[config.mk]
export PLATFORM = sky130hd
export DESIGN_NAME = fillc_ctrl
export DESIGN_NICKNAME = d
export VERILOG_FILES = /design/src/rtl/fillc_pkg.sv /design/src/rtl/fillc_cfg_regs.sv /design/src/rtl/fillc_region.sv /design/src/rtl/fillc_policy.sv /design/src/rtl/fillc_ctrl.sv
export SDC_FILE = /design/constraint.sdc
export NUM_CORES = 1
export LEC_CHECK = 0
export BUFFER_PORTS_ARGS = -buffer_cell sky130_fd_sc_hd__buf_2
export CAP_MARGIN = 15
export CORE_MARGIN = 5
export CORE_UTILIZATION = 45
export CTS_CLUSTER_SIZE = 28
export DETAILED_ROUTE_END_ITERATION = 8
export PLACE_DENSITY = 0.66
export SYNTH_ARGS = -nofsm -noshare
export SYNTH_HDL_FRONTEND = slang
export SYNTH_SLANG_ARGS = --single-unit
[constraint.sdc]
create_clock -name clk -period 7.39 [get_ports clk]
set_input_delay 1.1085 -clock clk [delete_from_list [all_inputs] [get_ports clk]]
set_output_delay 1.1085 -clock clk [all_outputs]
set_load 0.01 [all_outputs]
[src/rtl/fillc_pkg.sv]
package fillc_pkg;

    typedef enum logic [1:0] {
        MODE_UNIFIED = 2'b00,
        MODE_DATA    = 2'b01,
        MODE_CODE    = 2'b10,
        MODE_UNI_ALT = 2'b11
    } fill_mode_e;

    // control register layout: [4:3] mode, [2] shadow write-protect,
    // [1] shadow L2 cacheable, [0] shadow L1 cacheable
    typedef struct packed {
        fill_mode_e mode;
        logic       sh_wp;
        logic       sh_l2;
        logic       sh_l1;
    } ctrl_t;

    localparam int CTRL_W = $bits(ctrl_t);

    // classification of the captured address
    typedef struct packed {
        logic in_smm;
        logic win_hit;
        logic win_cache;
        logic in_shadow;
        logic in_dram;
        logic below_lim;
    } region_t;

    localparam logic [31:0] SHADOW_LO = 32'h000A_0000;
    localparam logic [31:0] SHADOW_HI = 32'h000F_FFFF;

    localparam int IDX_CTRL = 0;
    localparam int IDX_SMM  = 1;
    localparam int IDX_WIN0 = 2;

    function automatic logic mode_allows(fill_mode_e m, logic is_code);
        case (m)
            MODE_DATA: return !is_code;
            MODE_CODE: return is_code;
            default:   return 1'b1;
        endcase
    endfunction

endpackage

[src/rtl/fillc_cfg_regs.sv]
module fillc_cfg_regs
    import fillc_pkg::*;
#(
    parameter int BLK_W = 8,
    parameter int NWIN  = 2,
    parameter int IDX_W = 4,
    parameter int DW    = 16
) (
    input  logic                           clk,
    input  logic                           rst,
    input  logic                           we,
    input  logic [IDX_W-1:0]               idx,
    input  logic [DW-1:0]                  wdata,
    output ctrl_t                          ctrl,
    output logic [BLK_W-1:0]               smm_blk,
    output logic [NWIN-1:0][BLK_W-1:0]     win_base,
    output logic [NWIN-1:0][BLK_W:0]       win_len,
    output logic [NWIN-1:0]                win_cach,
    output logic [NWIN-1:0]                win_act
);
    localparam int LEN_W = BLK_W + 1;

    logic unused_wdata;
    assign unused_wdata = ^wdata;

    always_ff @(posedge clk) begin
        if (rst) begin
            ctrl    <= '0;
            smm_blk <= '0;
        end else if (we) begin
            if (idx == IDX_W'(IDX_CTRL)) ctrl    <= ctrl_t'(wdata[CTRL_W-1:0]);
            if (idx == IDX_W'(IDX_SMM))  smm_blk <= wdata[BLK_W-1:0];
        end
    end

    for (genvar w = 0; w < NWIN; w++) begin : g_win
        localparam logic [IDX_W-1:0] BASE_IDX = IDX_W'(IDX_WIN0 + 2*w);
        localparam logic [IDX_W-1:0] ATTR_IDX = IDX_W'(IDX_WIN0 + 2*w + 1);
        always_ff @(posedge clk) begin
            if (rst) begin
                win_base[w] <= '0;
                win_len[w]  <= '0;
                win_cach[w] <= 1'b0;
                win_act[w]  <= 1'b0;
            end else if (we) begin
                if (idx == BASE_IDX) win_base[w] <= wdata[BLK_W-1:0];
                if (idx == ATTR_IDX) begin
                    win_len[w]  <= wdata[LEN_W-1:0];
                    win_cach[w] <= wdata[DW-2];
                    win_act[w]  <= wdata[DW-1];
                end
            end
        end
    end

endmodule

[src/rtl/fillc_region.sv]
module fillc_region
    import fillc_pkg::*;
#(
    parameter int ADDR_W = 24,
    parameter int BLK_SH = 16,
    parameter int NWIN   = 2,
    parameter int LIM_W  = 5
) (
    input  logic [ADDR_W-1:0]                     addr,
    input  logic                                  smm,
    input  logic [ADDR_W-BLK_SH:0]                dram_blocks,
    input  logic [LIM_W-1:0]                      lim,
    input  logic [ADDR_W-BLK_SH-1:0]              smm_blk,
    input  logic [NWIN-1:0][ADDR_W-BLK_SH-1:0]    win_base,
    input  logic [NWIN-1:0][ADDR_W-BLK_SH:0]      win_len,
    input  logic [NWIN-1:0]                       win_cach,
    input  logic [NWIN-1:0]                       win_act,
    output region_t                               rgn
);
    localparam int BLK_W = ADDR_W - BLK_SH;

    logic [BLK_W-1:0] blk;
    logic [NWIN-1:0]  hit;
    logic             sel_cache;

    assign blk = addr[ADDR_W-1:BLK_SH];

    for (genvar w = 0; w < NWIN; w++) begin : g_hit
        logic [BLK_W:0] offs;
        assign offs   = {1'b0, blk} - {1'b0, win_base[w]};
        assign hit[w] = win_act[w] && (offs < win_len[w]);
    end

    // lowest index wins: scan downward so the last match is the lowest
    always_comb begin
        sel_cache = 1'b0;
        for (int i = NWIN - 1; i >= 0; i--) begin
            if (hit[i]) sel_cache = win_cach[i];
        end
    end

    always_comb begin
        rgn           = '0;
        rgn.in_smm    = smm && (blk == smm_blk);
        rgn.win_hit   = |hit;
        rgn.win_cache = sel_cache;
        rgn.in_shadow = (32'(addr) >= SHADOW_LO) && (32'(addr) <= SHADOW_HI);
        rgn.in_dram   = ({1'b0, blk} < dram_blocks);
        rgn.below_lim = ((addr >> lim) == '0);
    end

endmodule

[src/rtl/fillc_policy.sv]
module fillc_policy
    import fillc_pkg::*;
(
    input  logic    vld,
    input  region_t rgn,
    input  ctrl_t   ctrl,
    input  logic    is_code,
    input  logic    is_write,
    input  logic    l2_hit,
    input  logic    victim_dirty,
    output logic    ken_n,
    output logic    l2_fill_ok,
    output logic    wb_ok,
    output logic    l2_wr_inh
);
    logic l1_ok;
    logic l2_ok;
    logic win_block;

    assign win_block = rgn.win_hit && !rgn.win_cache;

    always_comb begin
        if (rgn.in_smm)         l1_ok = 1'b0;
        else if (rgn.win_hit)   l1_ok = rgn.win_cache;
        else if (rgn.in_shadow) l1_ok = ctrl.sh_l1;
        else                    l1_ok = rgn.in_dram;
    end

    always_comb begin
        if (rgn.in_smm || win_block || !rgn.below_lim) l2_ok = 1'b0;
        else if (rgn.in_shadow)                         l2_ok = ctrl.sh_l2;
        else                                            l2_ok = rgn.in_dram;
    end

    assign ken_n      = !(vld && l1_ok);
    assign l2_fill_ok = vld && l2_ok && !is_write && !l2_hit
                        && mode_allows(ctrl.mode, is_code);
    assign wb_ok      = l2_fill_ok && victim_dirty;
    assign l2_wr_inh  = vld && is_write && rgn.in_shadow && ctrl.sh_wp;

endmodule

[src/rtl/fillc_ctrl.sv]
module fillc_ctrl
    import fillc_pkg::*;
#(
    parameter int ADDR_W = 24,
    parameter int BLK_SH = 16,
    parameter int NWIN   = 2,
    parameter int IDX_W  = 4,
    parameter int DW     = 16,
    localparam int BLK_W = ADDR_W - BLK_SH,
    localparam int LIM_W = $clog2(ADDR_W + 1)
) (
    input  logic              clk,
    input  logic              rst,
    input  logic              cfg_we,
    input  logic [IDX_W-1:0]  cfg_idx,
    input  logic [DW-1:0]     cfg_wdata,
    input  logic              ads,
    input  logic [ADDR_W-1:0] cyc_addr,
    input  logic              cyc_code,
    input  logic              cyc_write,
    input  logic              smm_active,
    input  logic [BLK_W:0]    dram_blocks,
    input  logic [LIM_W-1:0]  l2_lim,
    input  logic              l2_hit,
    input  logic              victim_dirty,
    output logic              ken_n,
    output logic              l2_fill_ok,
    output logic              wb_ok,
    output logic              l2_wr_inh
);
    typedef struct packed {
        logic [ADDR_W-1:0] addr;
        logic              code;
        logic              wr;
        logic              smm;
    } cyc_t;

    cyc_t                          cyc_q;
    logic                          vld_q;
    ctrl_t                         ctrl;
    logic [BLK_W-1:0]              smm_blk;
    logic [NWIN-1:0][BLK_W-1:0]    win_base;
    logic [NWIN-1:0][BLK_W:0]      win_len;
    logic [NWIN-1:0]               win_cach;
    logic [NWIN-1:0]               win_act;
    region_t                       rgn;

    always_ff @(posedge clk) begin
        if (rst) begin
            vld_q <= 1'b0;
            cyc_q <= '0;
        end else begin
            vld_q <= ads;
            if (ads) cyc_q <= '{addr: cyc_addr, code: cyc_code,
                                wr: cyc_write, smm: smm_active};
        end
    end

    fillc_cfg_regs #(.BLK_W(BLK_W), .NWIN(NWIN), .IDX_W(IDX_W), .DW(DW)) u_cfg (
        .clk      (clk),
        .rst      (rst),
        .we       (cfg_we),
        .idx      (cfg_idx),
        .wdata    (cfg_wdata),
        .ctrl     (ctrl),
        .smm_blk  (smm_blk),
        .win_base (win_base),
        .win_len  (win_len),
        .win_cach (win_cach),
        .win_act  (win_act)
    );

    fillc_region #(.ADDR_W(ADDR_W), .BLK_SH(BLK_SH), .NWIN(NWIN), .LIM_W(LIM_W)) u_rgn (
        .addr        (cyc_q.addr),
        .smm         (cyc_q.smm),
        .dram_blocks (dram_blocks),
        .lim         (l2_lim),
        .smm_blk     (smm_blk),
        .win_base    (win_base),
        .win_len     (win_len),
        .win_cach    (win_cach),
        .win_act     (win_act),
        .rgn         (rgn)
    );

    fillc_policy u_pol (
        .vld          (vld_q),
        .rgn          (rgn),
        .ctrl         (ctrl),
        .is_code      (cyc_q.code),
        .is_write     (cyc_q.wr),
        .l2_hit       (l2_hit),
        .victim_dirty (victim_dirty),
        .ken_n        (ken_n),
        .l2_fill_ok   (l2_fill_ok),
        .wb_ok        (wb_ok),
        .l2_wr_inh    (l2_wr_inh)
    );

endmodule

=== Yosys cells after proc, flatten, opt, wreduce, memory -nomap -nowiden ===
Cells that the tools add are included.

* Register bits: 79
* Input port bits: 67
* Output and inout bits: 4
* Word-level logic and storage cells: 73

* Add/subtract/negate cells: 2
* Magnitude comparators: 5
* Equality and inequality tests: 8
* Shift-type cells: 1
* Muxes and demuxes: 8
* Reduce and logical (&&, ||, !) cells: 31

{| class="wikitable"
|+ Operator list
! cell !! count
|-
| 24-bit by 20-bit >= comparator with 1-bit output (second input constant) || 1
|-
| 24-bit by 20-bit <= comparator with 1-bit output (second input constant) || 1
|-
| 24-bit zero test || 1
|-
| 24-bit by 5-bit >> shifter with 24-bit output || 1
|-
| 9-bit less-than comparator || 2
|-
| 8-bit by 8-bit subtractor with 9-bit output || 2
|-
| 1-bit logical AND || 14
|-
| 2-bit AND reduction || 6
|-
| 8-bit by 9-bit less-than comparator with 1-bit output || 1
|-
| 4-bit by 2-bit == test with 1-bit output (second input constant) || 2
|-
| 4-bit by 3-bit == test with 1-bit output (second input constant) || 2
|-
| 8-bit == test || 1
|-
| 1-bit 2-to-1 mux || 7
|-
| 1-bit zero test || 6
|-
| 4-bit by 1-bit == test with 1-bit output (second input constant) || 1
|-
| 4-bit zero test || 1
|-
| 2-bit by 1-bit == test with 1-bit output (second input constant) || 1
|-
| 2-bit == test (second input constant) || 1
|-
| 1-bit logical OR || 2
|-
| 1-bit one-hot mux with 2 select lines || 1
|-
| 2-bit OR reduction || 1
|}

=== Logic depth before layout (Yosys ltp) ===
Gate-level depths: netlist of run 1.

* Word-level depth: 15
* Mapped depth: 15
* Depth with buffers taken out: 15

=== Modules after synthesis ===
Synthesis of run 1 repeated with hierarchy kept, for this count alone.

* Cells, all modules: 527
* Area, all modules: 4,924.7 µm²

{| class="wikitable"
|+ By module, submodules not included
! module !! times used !! cells each !! area each (µm²)
|-
| fillc_cfg_regs || 1 || 185 || 2,062.0
|-
| fillc_region || 1 || 236 || 1,722.9
|-
| fillc_ctrl || 1 || 89 || 1,004.7
|-
| fillc_policy || 1 || 17 || 135.1
|}

=== Least setup slack after synthesis of run 1 ===
OpenSTA, ideal clock, no wires.

* Kind: reg-to-output
* From: reg cyc_q[19] (netlist name)
* To: out wb_ok
* Data arrival time: 3.100 ns
* Required time: 6.281 ns
* Path slack: 3.182 ns
* Cell stages (with the launch flop): 16
* Buffers on the path: 0
* Cell sequence: dfxtp_1 inv_1 ha_1 fa_1 nor2b_1 o21ai_0 a21boi_0 o21ai_0 nand2b_1 xor2_1 ha_1 a21oi_1 o21ai_0 a2111oi_0 a311oi_1 and3_1

* Cells in the longest elaborated chain, start to end: 15
* Elaborated cells between the ends (all ways): 29
* Those cells by class: add/sub: 2; order compare: 5; eq/ne: 1; shift: 1; mux: 4; reduce/logical: 16

{| class="wikitable"
|+ RTL lines
! what !! line !! source
|-
| start, declared || fillc_ctrl.sv:38 || <nowiki>cyc_t cyc_q;</nowiki>
|-
| start signal, assigned || fillc_ctrl.sv:54 || <nowiki>if (ads) cyc_q <= '{addr: cyc_addr, code: cyc_code,</nowiki>
|-
| 8-bit by 8-bit subtractor with 9-bit output || fillc_region.sv:30 || <nowiki>assign offs = {1'b0, blk} - {1'b0, win_base[w]};</nowiki>
|-
| 9-bit less-than comparator || fillc_region.sv:31 || <nowiki>assign hit[w] = win_act[w] && (offs < win_len[w]);</nowiki>
|-
| 1-bit logical AND || fillc_region.sv:31 ||
|-
| 1-bit 2-to-1 mux (2 in series) || fillc_region.sv:38 || <nowiki>if (hit[i]) sel_cache = win_cach[i];</nowiki>
|-
| 1-bit zero test || fillc_policy.sv:20 || <nowiki>assign win_block = rgn.win_hit && !rgn.win_cache;</nowiki>
|-
| 1-bit logical AND || fillc_policy.sv:20 ||
|-
| 1-bit logical OR (2 in series) || fillc_policy.sv:30 || <nowiki>if (rgn.in_smm || win_block || !rgn.below_lim) l2_ok = 1'b0;</nowiki>
|-
| 1-bit 2-to-1 mux (*) || fillc_policy.sv:30 ||
|-
| 1-bit logical AND (*) (3 in series) || fillc_policy.sv:36 || <nowiki>assign l2_fill_ok = vld && l2_ok && !is_write && !l2_hit</nowiki>
|-
| 1-bit logical AND (*) || fillc_policy.sv:37 || <nowiki>&& mode_allows(ctrl.mode, is_code);</nowiki>
|-
| 1-bit logical AND (*) || fillc_policy.sv:38 || <nowiki>assign wb_ok = l2_fill_ok && victim_dirty;</nowiki>
|-
| end, declared || fillc_ctrl.sv:28 || <nowiki>output logic wb_ok,</nowiki>
|}

Mark *: on every way between the ends. The rest lies on a longest branch, timed or not.

=== Worst setup path after layout of run 1 ===
Same ends and word-level chain as after synthesis.

==> key figures, run 1 <==
Run status
  • Status: complete, no violations

STA
  • Final WS setup: 1.80 ns
  • Achievable frequency: approximately 0.18 GHz
  • Period utilization: 0.756
  • Final Skew: 0 ns
  • Final setup fails: 0
  • Final hold viol count: 0
  • RSZ-0062 raised after global routing: no
  • Slew @ Worst Pin: 0.873 ns
  • Fin crit period: between 5 and 6 ns
  • Slew Viols, Final: 0
  • Max-Slew Margin vs Limit: 0.403
  • Post-route setup TNS: 0 ns

Clock tree
  • Post-CTS Setup Bufs: 0
  • CTS max path bufs: 2
  • Sink Count: 79
  • CTS Root Cell: clkbuf_8
  • # H-tree levels: 3
  • Hold_buf cts: 0
  • TritonCTS Buffers: 9
  • Clock insertion delay at the later pin of the skew report: 0.36 ns
  • Clock transition at the registers of the reported paths: 0.08 ns
  • CTS resizes: 0
  • TritonCTS clock tree: yes

Finish
  • Commonest non-fill, non-tap cell in the layout: nor2_1
  • # fillers: 929
  • Final instance area: 5210 µm²
  • Share of cells above drive strength 1: 0.160
  • Commonest cells after routing, fill and taps aside: 91 x nor2_1, 79 x mux2i_1, 79 x dfxtp_1
  • Ant. Diodes: 0
  • Final core occ: 0.528
  • Synth-to-layout area growth: 13.6%
  • Final net count: 681

Logic synthesis
  • Ys async rst share: 0
  • Ys Warns: 0
  • Register bit total from synthesis: 79
  • Average cell area after synthesis: approximately 9 µm²
  • Post-Synthesis Cells: 511
  • Synthesized area: ~4600 µm²
  • Net Count, Synth: 621
  • Main synth FF type: dfxtp_1
  • Sequential share of the synthesized area: 0.345
  • EDFF count, synth: 0
  • Yosys cell types: 59

Critical path
  • CP endpoint kind: output pin
  • CP max-delay cell: a2111oi_0
  • Worst Path Max Fanout: 6
  • Worst R2R Setup Slack: 6.42 ns
  • WP data arrival: 4.48 ns
  • Delay-heaviest family, CP: compound AO/OA/AOI/OAI gates
  • CP Buf/Inv Count: 2
  • Data required time of the worst path: 6.28 ns
  • FF-to-FF Start: cyc_q[23]
  • Cells along the critical path: inv_1 -> ha_1 -> fa_1 -> nor2b_1 -> o21ai_0 -> a21boi_0 -> o21ai_0 -> nand2b_1 -> xor2_1 -> ha_1 -> a21oi_1 -> o21ai_0 -> a2111oi_0 -> a311oi_1 -> and3_1 -> buf_2
  • Delay of the slowest cell on the worst path: 0.79 ns
  • Reg2Reg Capture Point: cyc_q[23]
  • WS Path Type: reg -> out
  • Worst path most repeated cell: o21ai_0
  • Worst reg2reg path depth: 2
  • Critical Path Start Type: register

Floorplanning
  • I/O pin count: 71
  • Initial core utilization: 0.465
  • Total core area: roughly 9900 µm²
  • Die Wd: 111 µm
  • Chip height: 111 µm
  • Die ar.: 12300 µm²
  • Num rows: 36

Power
  • Pint: 0.686 mW
  • Switching share of power: 0.286
  • Peak VDD IR: 0.0747 mV
  • Psw: roughly 0.27 mW
  • Clock Power Share: 0.339
  • Seq pwr share: 0.472
  • Leak: ~2.5 nW
  • Gate power share: 0.188
  • Power density over the cells: 184 nW/µm²

Job
  • Max Cap Viol: 0

Min path
  • Hold Path End: cyc_q[18]
  • Hold path cells: 2
  • Hold Crit Start: cyc_q[18]
  • Worst min-delay path category: reg -> reg

Routing
  • Drt drc: 0
  • DR WL/cell: 15.1 µm
  • Vias per std cell: 5.17
  • Iteration-0 DRC Markers: 190
  • Vias: 3662
  • Post-route ant nets: 0
  • Routed WL: ~11000 µm
  • DRT Pass-1 Iters: 5

Global route
  • First-pass GRT wire length: 17700 µm
  • Largest net degree at the start of global routing: 80
  • Initial antenna violation count: 0
  • Vias in the first global route: 3719
  • GR Overflow Total: 0
  • All-layer global routing usage: 0.179

Placement
  • Dpl cell area: 5010 µm²
  • GPL Wtd Cong: a little over 0.8
  • # port buffers: 65
  • Place WS: 2.19 ns
  • Post-DP HPWL: 7950 µm
## cell usage after synthesis, types with 3 or more instances
cell type	instances	area share
a2bb2oi_1	3	0.0057
xor2_1	11	0.021
dfxtp_1	79	0.34
mux2i_1	79	0.17
buf_1	3	0.0025
nor2b_1	7	0.0095
nor2_1	91	0.074
o21ai_0	10	0.011
nor3_1	4	0.0044
buf_2	3	0.0033
xnor2_1	8	0.015
nand4_1	3	0.0041
a31oi_1	3	0.0041
ha_1	41	0.11
a21o_1	9	0.015
clkbuf_1	11	0.0090
nand2_1	16	0.013
inv_1	51	0.042
a211oi_1	6	0.0098
nand2b_1	6	0.0082
a21oi_1	18	0.020
## worst reg2reg max path: stages (launching register included)
cell and delay [ns]:
dfxtp_1 0.67, mux2i_1 0.14, nor2_1 0.10
## metrics by stage
step | power, mW | hold slack (ns) | cells
6_report | 0.960 | 0.496 | 708
5_1_grt | 1.01 | 0.518 | 708
4_1_cts | 0.970 | 0.501 | 708
3_5_place_dp | 0.644 | 0.479 | 693
3_3_place_gp | 0.636 | 0.473 | 693
2_1_floorplan | 0.586 | 0.452 | 511
## metal layers
layer,GRT usage,vias up,share of wire
met1,0.218,1676,0.44
met5,0,-,0
met2,0.299,85,0.48
met3,0.0377,29,0.051
li1,-,1872,-
met4,0.0870,0,0.030
## sequential cells by signal, summed over array words and instances (netlist names)
signal and flops:
u_cfg.ctrl 5, u_cfg.win_cach 2, u_cfg.win_len 18, vld_q 1, cyc_q 27, u_cfg.smm_blk 8
u_cfg.win_act 2, u_cfg.win_base 16
## worst max path at each step
stage | startpoint | end | slack (ns) | cells after the start
final | cyc_q[19] | wb_ok | 1.80 | 16
after global placement | cyc_q[20] | wb_ok | 2.27 | 15
after floorplan | cyc_q[19] | wb_ok | 3.18 | 15
after detailed placement | cyc_q[19] | wb_ok | 2.19 | 16
after global routing | cyc_q[20] | wb_ok | 1.49 | 15
after CTS | cyc_q[19] | wb_ok | 1.78 | 16
## kinds of logic (layout without fill, tap and decap cells)
| family | after synthesis | after routing | share of synthesized area |
|---|---|---|---|
| xor+xnor | 19 | 19 | 0.0363 |
| mux | 81 | 81 | 0.177 |
| compound gates | 70 | 70 | 0.111 |
| simple gates | 150 | 150 | 0.151 |
| fa+ha+maj | 43 | 43 | 0.121 |
| buf+inv | 69 | 133 | 0.0589 |
| flops | 79 | 79 | 0.345 |
## power groups by stage
stage | Sequential [mW] | Clock (mW) | Combinational, mW
floorplan | 0.456 | 0 | 0.129
global placement | 0.463 | 0 | 0.173
detailed placement | 0.463 | 0 | 0.180
CTS | 0.453 | 0.334 | 0.182
global route | 0.455 | 0.351 | 0.207
finish | 0.454 | 0.325 | 0.181
## final cells by class
type	count	area, µm²	area share
clock buffer	10	138	0.0264
tap	133	166	0.0319
timing repair buffer	67	340	0.0653
inverter	51	191	0.0367
sequential	79	1580	0.304
multi-input combinational	363	2730	0.525
clock inverter	5	58.8	0.0113
No activity file was read; power rests on OpenSTA's default activity.
==> run 2: changes to the inputs <==
- PLACE_DENSITY: 0.66 -> 0.68
- clock period: 7.39 -> 5.1 ns (I/O delays scaled with it)
==> key figures, run 2 (synthesized netlist as in run 1, its figures left out) <==
Run status
  • Status: complete, no violations

Critical path
  • CP endpoint kind: output pin
  • Cells along the critical path: inv_1 -> ha_1 -> fa_1 -> nor2b_1 -> o21ai_0 -> a21boi_1 -> o21ai_0 -> nand2b_1 -> xor2_1 -> ha_1 -> a21oi_1 -> o21ai_0 -> a2111oi_1 -> buf_4 -> a311oi_1 -> and3_1 -> buf_2
  • Data required time of the worst path: 4.34 ns (-1.94 ns)
  • CP max-delay cell: a2111oi_1
  • CP Buf/Inv Count: 3 (+1)
  • Worst Path Max Fanout: 6 (unchanged)
  • Critical Path Start Type: register
  • Worst path most repeated cell: o21ai_0
  • Delay of the slowest cell on the worst path: 0.48 ns (-0.31 ns)
  • WS Path Type: reg -> out
  • WP data arrival: 4.01 ns (-0.47 ns)
  • Delay-heaviest family, CP: compound AO/OA/AOI/OAI gates

STA
  • Final Skew: 0 ns (unchanged)
  • Post-route setup TNS: 0 ns (unchanged)
  • Final hold viol count: 0 (unchanged)
  • Final WS setup: 0.325 ns (-1.48 ns)
  • Period utilization: 0.936
  • Final setup fails: 0 (unchanged)
  • RSZ-0062 raised after global routing: no
  • Slew Viols, Final: 0 (unchanged)
  • Achievable frequency: 0.209 GHz
  • Max-Slew Margin vs Limit: 0.420 (+0.0170)
  • Fin crit period: about 4.8 ns
  • Slew @ Worst Pin: 0.868 ns (-0.00546 ns)

Finish
  • Largest register FFs: 27 (unchanged)
  • Final net count: 683 (+0.29%)
  • Largest regs: cyc_q: 27 flops, u_cfg.win_len: 18 flops, u_cfg.win_base: 16 flops
  • Finished Layout Cells: 711 (+0.42%)
  • Commonest cells after routing, fill and taps aside: 91 x nor2_1, 79 x mux2i_1, 78 x dfxtp_1
  • Synth-to-layout area growth: 14.2%
  • Largest Register: cyc_q
  • Share of cells above drive strength 1: 0.166 (+0.00609)
  • Commonest non-fill, non-tap cell in the layout: nor2_1
  • # fillers: 934 (+0.54%)
  • Final instance area: 5240 µm² (+0.55%)
  • Ant. Diodes: 0 (unchanged)

Global route
  • All-layer global routing usage: 0.182 (+0.00362)
  • Initial antenna violation count: 0 (unchanged)
  • GR Overflow Total: 0 (unchanged)
  • Largest net degree at the start of global routing: 80 (unchanged)
  • First-pass GRT wire length: 18000 µm (+2.0%)
  • Vias in the first global route: 3720 (+0.027%)

Power
  • Tot Pwr: 1.41 mW (+46%)
  • Clock Power Share: 0.345 (+0.006)
  • Pint: 0.999 mW (+46%)
  • Power density over the cells: 268 nW/µm² (+46%)
  • Psw: 0.406 mW (+48%)
  • Leak: 2.48 nW (+0.47%)
  • Peak VDD IR: 0.117 mV (+56%)
  • Seq pwr share: 0.466 (-0.006)
  • Switching share of power: 0.289 (+0.00339)
  • Gate power share: 0.188 (about the same)

Floorplanning
  • Num rows: 36 (unchanged)
  • Total core area: 9860 µm² (unchanged)
  • Die ar.: 12300 µm² (unchanged)
  • I/O pin count: 71 (unchanged)
  • Die Wd: 111 µm (unchanged)
  • Initial core utilization: 0.465 (unchanged)
  • Chip height: 111 µm (unchanged)

Routing
  • Iteration-0 DRC Markers: 147 (-23%)
  • DRT Pass-1 Iters: 4 (-1)
  • Vias: 3668 (+0.16%)
  • Drt drc: 0 (unchanged)
  • Vias per std cell: 5.16 (-0.26%)
  • DR WL/cell: 15.4 µm (+1.5%)
  • Routed WL: 10900 µm (+1.9%)
  • Post-route ant nets: 0 (unchanged)

Min path
  • Worst min-delay path category: reg -> reg

Clock tree
  • Clock insertion delay at the later pin of the skew report: 0.36 ns (about the same)
  • TritonCTS Buffers: 9 (unchanged)
  • # H-tree levels: 3 (unchanged)
  • Hold_buf cts: 0 (unchanged)
  • CTS Root Cell: clkbuf_8
  • TritonCTS clock tree: yes
  • Clock transition at the registers of the reported paths: 0.09 ns (about the same)
  • CTS max path bufs: 2 (unchanged)
  • Sink Count: 79 (unchanged)

Placement
  • Placed insts: 695 (+0.29%)
  • Place WS: 0.481 ns (-1.71 ns)
  • Post-DP HPWL: 8120 µm (+2.1%)
  • GPL Wtd Cong: 0.826 (-0.19%)
  • # port buffers: 65 (unchanged)
  • Dpl cell area: 5030 µm² (+0.30%)

Job
  • Max Cap Viol: 0 (unchanged)
-- run 2: changes by cell type in the layout (fill, tap and decap cells not counted), sizes merged --
cell      before  now
clkinvlp       2    3
buf           67   69
-- run 2: layer usage --
| layer | part of all wire | up-vias | track usage | wire (µm) |
|---|---|---|---|---|
| met5 | 0 | - | 0 | 0 |
| met4 | 0.021 | 0 | 0.0747 | 231 |
| met1 | 0.45 | 1709 | 0.217 | 4890 |
| met3 | 0.040 | 15 | 0.0388 | 442 |
| li1 | - | 1876 | - | - |
| met2 | 0.49 | 68 | 0.318 | 5360 |
-- run 2: power groups by stage --
stage          clock [mW]  combinational, mW  sequential, mW
2_1_floorplan           0              0.187           0.661
3_3_place_gp            0              0.252           0.670
3_5_place_dp            0              0.262           0.670
4_1_cts             0.497              0.265           0.656
5_1_grt             0.524              0.300           0.658
6_report            0.485              0.265           0.656
-- run 2: path summary, 6_finish.rpt --
check	from	endpoint	slack (ns)	cells past startpoint
worst max-delay path	cyc_q[19]	wb_ok	0.32	17
worst min-delay path	u_cfg.ctrl[0]	u_cfg.ctrl[0]	0.49	2
worst max register to register	cyc_q[21]	cyc_q[21]	4.15	2
worst min register to register	u_cfg.ctrl[0]	u_cfg.ctrl[0]	0.49	2
-- run 2: layout make-up --
class | count | area [µm²] | share of cell area
Multi-Input combinational cell | 363 | 2740 | 0.522
Sequential cell | 79 | 1580 | 0.302
Timing Repair Buffer | 69 | 355 | 0.0678
Inverter | 51 | 191 | 0.0365
Tap cell | 133 | 166 | 0.0318
Clock buffer | 10 | 138 | 0.0263
Clock inverter | 6 | 70.1 | 0.0134
-- run 2: stage by stage --
step,hold slack [ns],utilization
global route,0.519,0.531
CTS,0.501,0.531
detailed placement,0.478,0.510
floorplan,0.452,-
global placement,0.472,0.510
finish,0.494,0.531
-- run 2: what timing repair did --
item,CTS,global route
endpoints found under the setup margin,0,3
resized for setup,0,3
setup buffers,0,0
-- run 2: worst register-to-register path, stage by stage (launching register included) --
cell and delay [ns]:
dfxtp_1 0.63, mux2i_1 0.15, nor2_1 0.11
